**src/rtl/cmdreg_pkg.sv**
```systemverilog
package cmdreg_pkg;
    typedef enum logic [1:0] {
        TOPO_WIDE  = 2'd0,
        TOPO_FAN_A = 2'd1,
        TOPO_FAN_B = 2'd2
    } topo_e;
endpackage

```
**src/rtl/cmdreg_cfg_decode.sv**
```systemverilog
module cmdreg_cfg_decode
    import cmdreg_pkg::*;
(
    input  logic [1:0] strap,
    output topo_e      topo
);
    // Bit 0 picks fan-out; bit 1 then picks the second-device role.
    always_comb begin
        unique case (strap)
            2'b01:   topo = TOPO_FAN_A;
            2'b11:   topo = TOPO_FAN_B;
            default: topo = TOPO_WIDE;
        endcase
    end
endmodule

```
**src/rtl/cmdreg_capture.sv**
```systemverilog
module cmdreg_capture
    import cmdreg_pkg::*;
#(
    parameter int IN_W  = 25,
    parameter int NAR_W = 14,
    parameter int OUT_W = 28
) (
    input  logic             clk,
    input  logic             rst_n,
    input  topo_e            topo,
    input  logic [1:0]       cs_n,
    input  logic [IN_W-1:0]  d,
    output logic [OUT_W-1:0] q
);
    localparam int FAN = 2;

    logic [FAN*NAR_W-1:0] fan_vec;
    logic [OUT_W-1:0]     q_next;
    logic                 load;

    // One copy of the narrow input field for every output group.
    for (genvar g = 0; g < FAN; g++) begin : g_copy
        assign fan_vec[g*NAR_W +: NAR_W] = d[NAR_W-1:0];
    end

    assign load = ~&cs_n;

    always_comb begin
        q_next = '0;
        unique case (topo)
            TOPO_WIDE:              q_next[IN_W-1:0]      = d;
            TOPO_FAN_A, TOPO_FAN_B: q_next[FAN*NAR_W-1:0] = fan_vec;
            default:                q_next                = '0;
        endcase
    end

    always_ff @(posedge clk or negedge rst_n) begin
        if (!rst_n)    q <= '0;
        else if (load) q <= q_next;
    end

    a_r4_hold_when_deselected: assert property (@(posedge clk) disable iff (!rst_n)
        (cs_n == 2'b11) |=> $stable(q));

    a_r3_copies_match: assert property (@(posedge clk) disable iff (!rst_n)
        (topo != TOPO_WIDE) |-> (q[2*NAR_W-1:NAR_W] == q[NAR_W-1:0]));

    a_r2_spare_outputs_zero: assert property (@(posedge clk) disable iff (!rst_n)
        (topo == TOPO_WIDE) |-> (q[OUT_W-1:IN_W] == '0));
endmodule

```
**src/rtl/cmdreg_parity.sv**
```systemverilog
module cmdreg_parity
    import cmdreg_pkg::*;
#(
    parameter int WIDE_PAR = 22,
    parameter int NAR_PAR  = 11
) (
    input  logic                clk,
    input  logic                rst_n,
    input  topo_e               topo,
    input  logic [WIDE_PAR-1:0] pbits,
    input  logic                par_in,
    input  logic                ppi,
    output logic                err_n,
    output logic                ppo
);
    logic [WIDE_PAR-1:0] cap_bits;
    logic                cap_par;
    logic                part;

    // Stage 1: capture the covered inputs on every edge, regardless of chip select.
    always_ff @(posedge clk or negedge rst_n) begin
        if (!rst_n) begin
            cap_bits <= '0;
            cap_par  <= 1'b0;
        end else begin
            cap_bits <= pbits;
            cap_par  <= par_in;
        end
    end

    always_comb begin
        unique case (topo)
            TOPO_WIDE:  part = ^cap_bits ^ cap_par;
            TOPO_FAN_A: part = ^cap_bits[NAR_PAR-1:0] ^ cap_par;
            TOPO_FAN_B: part = ^cap_bits[NAR_PAR-1:0];
            default:    part = 1'b0;
        endcase
    end

    assign ppo = part;

    // Stage 2: error decision; the second device folds in the upstream term here.
    always_ff @(posedge clk or negedge rst_n) begin
        if (!rst_n) begin
            err_n <= 1'b1;
        end else begin
            unique case (topo)
                TOPO_WIDE:  err_n <= ~part;
                TOPO_FAN_A: err_n <= 1'b1;
                TOPO_FAN_B: err_n <= ~(part ^ ppi);
                default:    err_n <= 1'b1;
            endcase
        end
    end

    a_r8_first_device_released: assert property (@(posedge clk) disable iff (!rst_n)
        (topo == TOPO_FAN_A) |=> err_n);

    a_r5_wide_flag_follows_term: assert property (@(posedge clk) disable iff (!rst_n)
        (topo == TOPO_WIDE) |=> (err_n == !$past(ppo)));

    a_r9_second_device_cascade: assert property (@(posedge clk) disable iff (!rst_n)
        (topo == TOPO_FAN_B) |=> (err_n == !($past(ppo) ^ $past(ppi))));
endmodule

```
**src/rtl/cmd_reg_par.sv**
```systemverilog
module cmd_reg_par
    import cmdreg_pkg::*;
#(
    parameter int IN_W     = 25,
    parameter int NAR_W    = 14,
    parameter int WIDE_PAR = 22,
    parameter int NAR_PAR  = 11,
    localparam int OUT_W   = (2*NAR_W > IN_W) ? 2*NAR_W : IN_W
) (
    input  logic             clk,
    input  logic             rst_n,
    input  logic [1:0]       strap,
    input  logic [1:0]       cs_n,
    input  logic [IN_W-1:0]  d,
    input  logic             par_in,
    input  logic             ppi,
    output logic [OUT_W-1:0] q,
    output logic             err_n,
    output logic             ppo
);
    topo_e topo;

    cmdreg_cfg_decode u_decode (
        .strap (strap),
        .topo  (topo)
    );

    cmdreg_capture #(
        .IN_W  (IN_W),
        .NAR_W (NAR_W),
        .OUT_W (OUT_W)
    ) u_capture (
        .clk   (clk),
        .rst_n (rst_n),
        .topo  (topo),
        .cs_n  (cs_n),
        .d     (d),
        .q     (q)
    );

    cmdreg_parity #(
        .WIDE_PAR (WIDE_PAR),
        .NAR_PAR  (NAR_PAR)
    ) u_parity (
        .clk    (clk),
        .rst_n  (rst_n),
        .topo   (topo),
        .pbits  (d[WIDE_PAR-1:0]),
        .par_in (par_in),
        .ppi    (ppi),
        .err_n  (err_n),
        .ppo    (ppo)
    );
endmodule

```
**config.mk**
```make
export PLATFORM = sky130hd
export DESIGN_NAME = cmd_reg_par
export DESIGN_NICKNAME = d
export VERILOG_FILES = /design/src/rtl/cmdreg_pkg.sv /design/src/rtl/cmdreg_cfg_decode.sv /design/src/rtl/cmdreg_capture.sv /design/src/rtl/cmdreg_parity.sv /design/src/rtl/cmd_reg_par.sv
export SDC_FILE = /design/constraint.sdc
export NUM_CORES = 1
export LEC_CHECK = 0
export BUFFER_PORTS_ARGS = -buffer_cell sky130_fd_sc_hd__buf_2
export CORE_MARGIN = 2
export CORE_UTILIZATION = 51
export CTS_BUF_LIST = sky130_fd_sc_hd__clkbuf_8
export CTS_CLUSTER_SIZE = 20
export DETAILED_ROUTE_END_ITERATION = 10
export MAX_ROUTING_LAYER = met4
export PLACE_DENSITY = 0.79
export SYNTH_ARGS = -nofsm -noshare
export SYNTH_HDL_FRONTEND = slang
export SYNTH_SLANG_ARGS = --single-unit
```
**constraint.sdc**
```tcl
create_clock -name clk -period 3.5 [get_ports clk]
set_clock_uncertainty 0.1 [all_clocks]
set_input_delay 0.175 -clock clk [delete_from_list [all_inputs] [get_ports clk]]
set_output_delay 0.175 -clock clk [all_outputs]
set_load 0.02 [all_outputs]
```
==> results.sh <==
export IMPL_outcome="finished with violations"
export IMPL_violations="hold timing"
export IMPL_rsz0062_at_grt="no"
export IMPL_powerDensity_mw_per_mm2=495
export IMPL_maxSlewHeadroom_pct=23.5
export IMPL_ctsHoldBuffers=23
export IMPL_crit_path_top_delay_cell="xnor3_1"
export IMPL_worst_pin_slew_ns=1.15
export IMPL_cts_tree="done"
export IMPL_sw_frac_of_total_pct=27.4
export IMPL_routed_via_density=4.97
export IMPL_synthCells=141
export IMPL_clock_path_buffers=2
export IMPL_critical_path_cell_chain="xnor2_1, xnor2_1, xnor3_1, o21ai_1, xnor2_1, buf_2"
export IMPL_p_switching_uw=361
export IMPL_combinationalPowerShare_pct=23.9
export IMPL_htree_levels=2
export IMPL_hold_path_class="in2async"
export IMPL_pwr_share_seq_pct=51.2
export IMPL_fin_crit_ns=2.25
export IMPL_die_h_um=66.5
export IMPL_grt_pass1_vias=1399
export IMPL_grt_max_degree=53
export IMPL_yosysTopAreaCell="dfrtp_1"
export IMPL_reg2reg_to="u_parity.err_n"
export IMPL_synthTopCellsByArea="dfrtp_1 64%, mux2_2 7.9%, xnor2_1 6.6%, mux2i_1 5.5%, a21oi_1 2.8%"
export IMPL_die_w_um=66.5
export IMPL_vias=1377
export IMPL_drtPass1Iterations=4
export IMPL_ys_seq_elements=52
export IMPL_reg2reg_from="u_parity.cap_bits[3]"
export IMPL_final_common_cell="buf_2"
export IMPL_grt_usage_pct=20.5
export IMPL_pwr_share_clk_pct=24.9
export IMPL_crit_fanout=2
export IMPL_place_congestion=0.699
export IMPL_area_delta_synth_final_pct=33.8
export IMPL_clk_root_buffer_cell="clkbuf_8"
export IMPL_routed_wl_mm=4.04
export IMPL_syn_num_nets=174
export IMPL_start_util_pct=53.6
export IMPL_io_pins=63
export IMPL_dp_cells=246
export IMPL_r2r_worst_path_cells=5
export IMPL_yosysWarnings=0
export IMPL_arrival_ns=1.98
export IMPL_critical_path_class="reg2out"
export IMPL_antenna_found_initial=0
export IMPL_ys_flop_type="dfrtp_1"
export IMPL_antenna_cells=0
export IMPL_post_cts_setup_buffer_count=0
export IMPL_synth_edf_count=0
export IMPL_nNetsFinal=261
export IMPL_fin_crit_sh_pct=64.3
export IMPL_p_leak_nw=1.28
export IMPL_synth_area_mm2=0.00199
export IMPL_crit_top_cell="xnor2_1"
export IMPL_seq_area_frac_synth_pct=65.4
export IMPL_holdWs_ns=-0.0127
export IMPL_yosys_area_top_type_share_pct=64.1
export IMPL_hold_viol_final=10
export IMPL_drc=0
export IMPL_final_cell_mix="62 x buf_2, 51 x dfrtp_1, 23 x dlygate4sd3_1, 15 x xnor2_1, 14 x mux2_2"
export IMPL_end_kind="primary output"
export IMPL_gr_total_overflow=0
export IMPL_peakVddDrop_v=0.000317
export IMPL_cts_repair_resized=0
export IMPL_p_int_uw=958
export IMPL_rows=22
export IMPL_clkSinkCount=52
export IMPL_worst_path_buf_inv=1
export IMPL_path_depth=6
export IMPL_grt_pass1_wl_mm=6.31
export IMPL_core_area_mm2=0.00372
export IMPL_reg2reg_slack_ns=1.74
export IMPL_syn_avg_cell_area_um2=14.1
export IMPL_die_area_mm2=0.00442
export IMPL_cpLargestDelayFamily="XOR/XNOR gates"
export IMPL_port_buffers=62
export IMPL_start_kind="flop"
export IMPL_fin_tns_setup_ns=0
export IMPL_max_freq_mhz=444
export IMPL_clk_pin_slew_ns=0.08
export IMPL_crit_path_max_incr_delay_ns=0.46
export IMPL_drive_above_1_share_pct=37.6
export IMPL_slew_violations=0
export IMPL_drv_cap=0
export IMPL_ys_async_sr_fraction_pct=100
export IMPL_drt_iter0_markers=80
export IMPL_setup_viol=0
export IMPL_antenna_left=0
export IMPL_ys_types=18
export IMPL_wl_per_cell_um=14.6
export IMPL_place_hpwl_mm=2.67
export IMPL_crit_required_ns=3.22
export IMPL_final_cells=277
export IMPL_cts_buffers=5
export IMPL_clkLatencyLatePin_ns=0.29
[registers in the layout, indices dropped and copies added (netlist names)]
name,cells
u_capture.q,28
u_parity.cap_bits,22
u_parity.cap_par,1
u_parity.err_n,1
[logic make-up (layout without fill, tap and decap cells)]
| group | after synthesis | in the layout | synth area share (%) |
|---|---|---|---|
| flip-flops | 52 | 52 | 65.4 |
| multiplexers | 25 | 25 | 13.5 |
| AND/OR/NAND/NOR | 23 | 23 | 4.90 |
| XOR/XNOR | 22 | 22 | 11.5 |
| AO/OA/AOI/OAI | 13 | 13 | 3.46 |
| buffers and inverters | 6 | 94 | 1.26 |
[routing by layer]
layer | track usage (%) | part of all wire (%) | up-vias
met3 | 5.91 | 5.4 | 10
met5 | - | 0 | -
met4 | 8.16 | 2.0 | 0
met1 | 24.3 | 42 | 671
met2 | 33.1 | 50 | 52
li1 | - | - | 644
[through the flow]
stage	utilization [%]	area (µm²)	power (mW)	setup WS [ns]
2_1_floorplan	-	1990	0.882	1.68
3_3_place_gp	63.1	2340	0.972	1.66
3_5_place_dp	63.1	2340	0.985	1.55
4_1_cts	71.7	2660	1.33	1.21
5_1_grt	71.7	2660	1.39	1.15
6_report	71.7	2660	1.32	1.25
[cells in the mapped netlist (2+ instances only)]
cell	n
dfrtp_1	51
xnor2_1	15
mux2_2	14
a21oi_1	11
mux2i_1	11
nor2_1	11
nand3_1	6
nand2_1	5
clkbuf_1	4
xor2_1	4
buf_2	2
[area by class of cell]
class | instances | area [µm²]
sequential | 52 | 1300
timing repair buffer | 86 | 548
clock buffer | 6 | 82.6
fill | 269 | 1050
multi-input combinational | 83 | 663
clock inverter | 2 | 7.51
tap | 48 | 60.1
[worst max path at each step]
stage / slack [ns] / to / startpoint
finish: 1.25 / ppo / u_parity.cap_bits[11]
global placement: 1.66 / ppo / u_parity.cap_bits[11]
global route: 1.15 / ppo / u_parity.cap_bits[11]
CTS: 1.21 / ppo / u_parity.cap_bits[11]
floorplan: 1.68 / ppo / u_parity.cap_bits[1]
detailed placement: 1.55 / ppo / u_parity.cap_bits[13]
[power groups by stage]
stage	clock network, mW	registers (mW)	logic, mW
floorplan	0	0.730	0.152
global placement	0	0.684	0.288
detailed placement	0	0.687	0.298
CTS	0.339	0.675	0.318
global route	0.373	0.681	0.336
finish	0.328	0.676	0.316
Power figures use the tool's default switching activity.
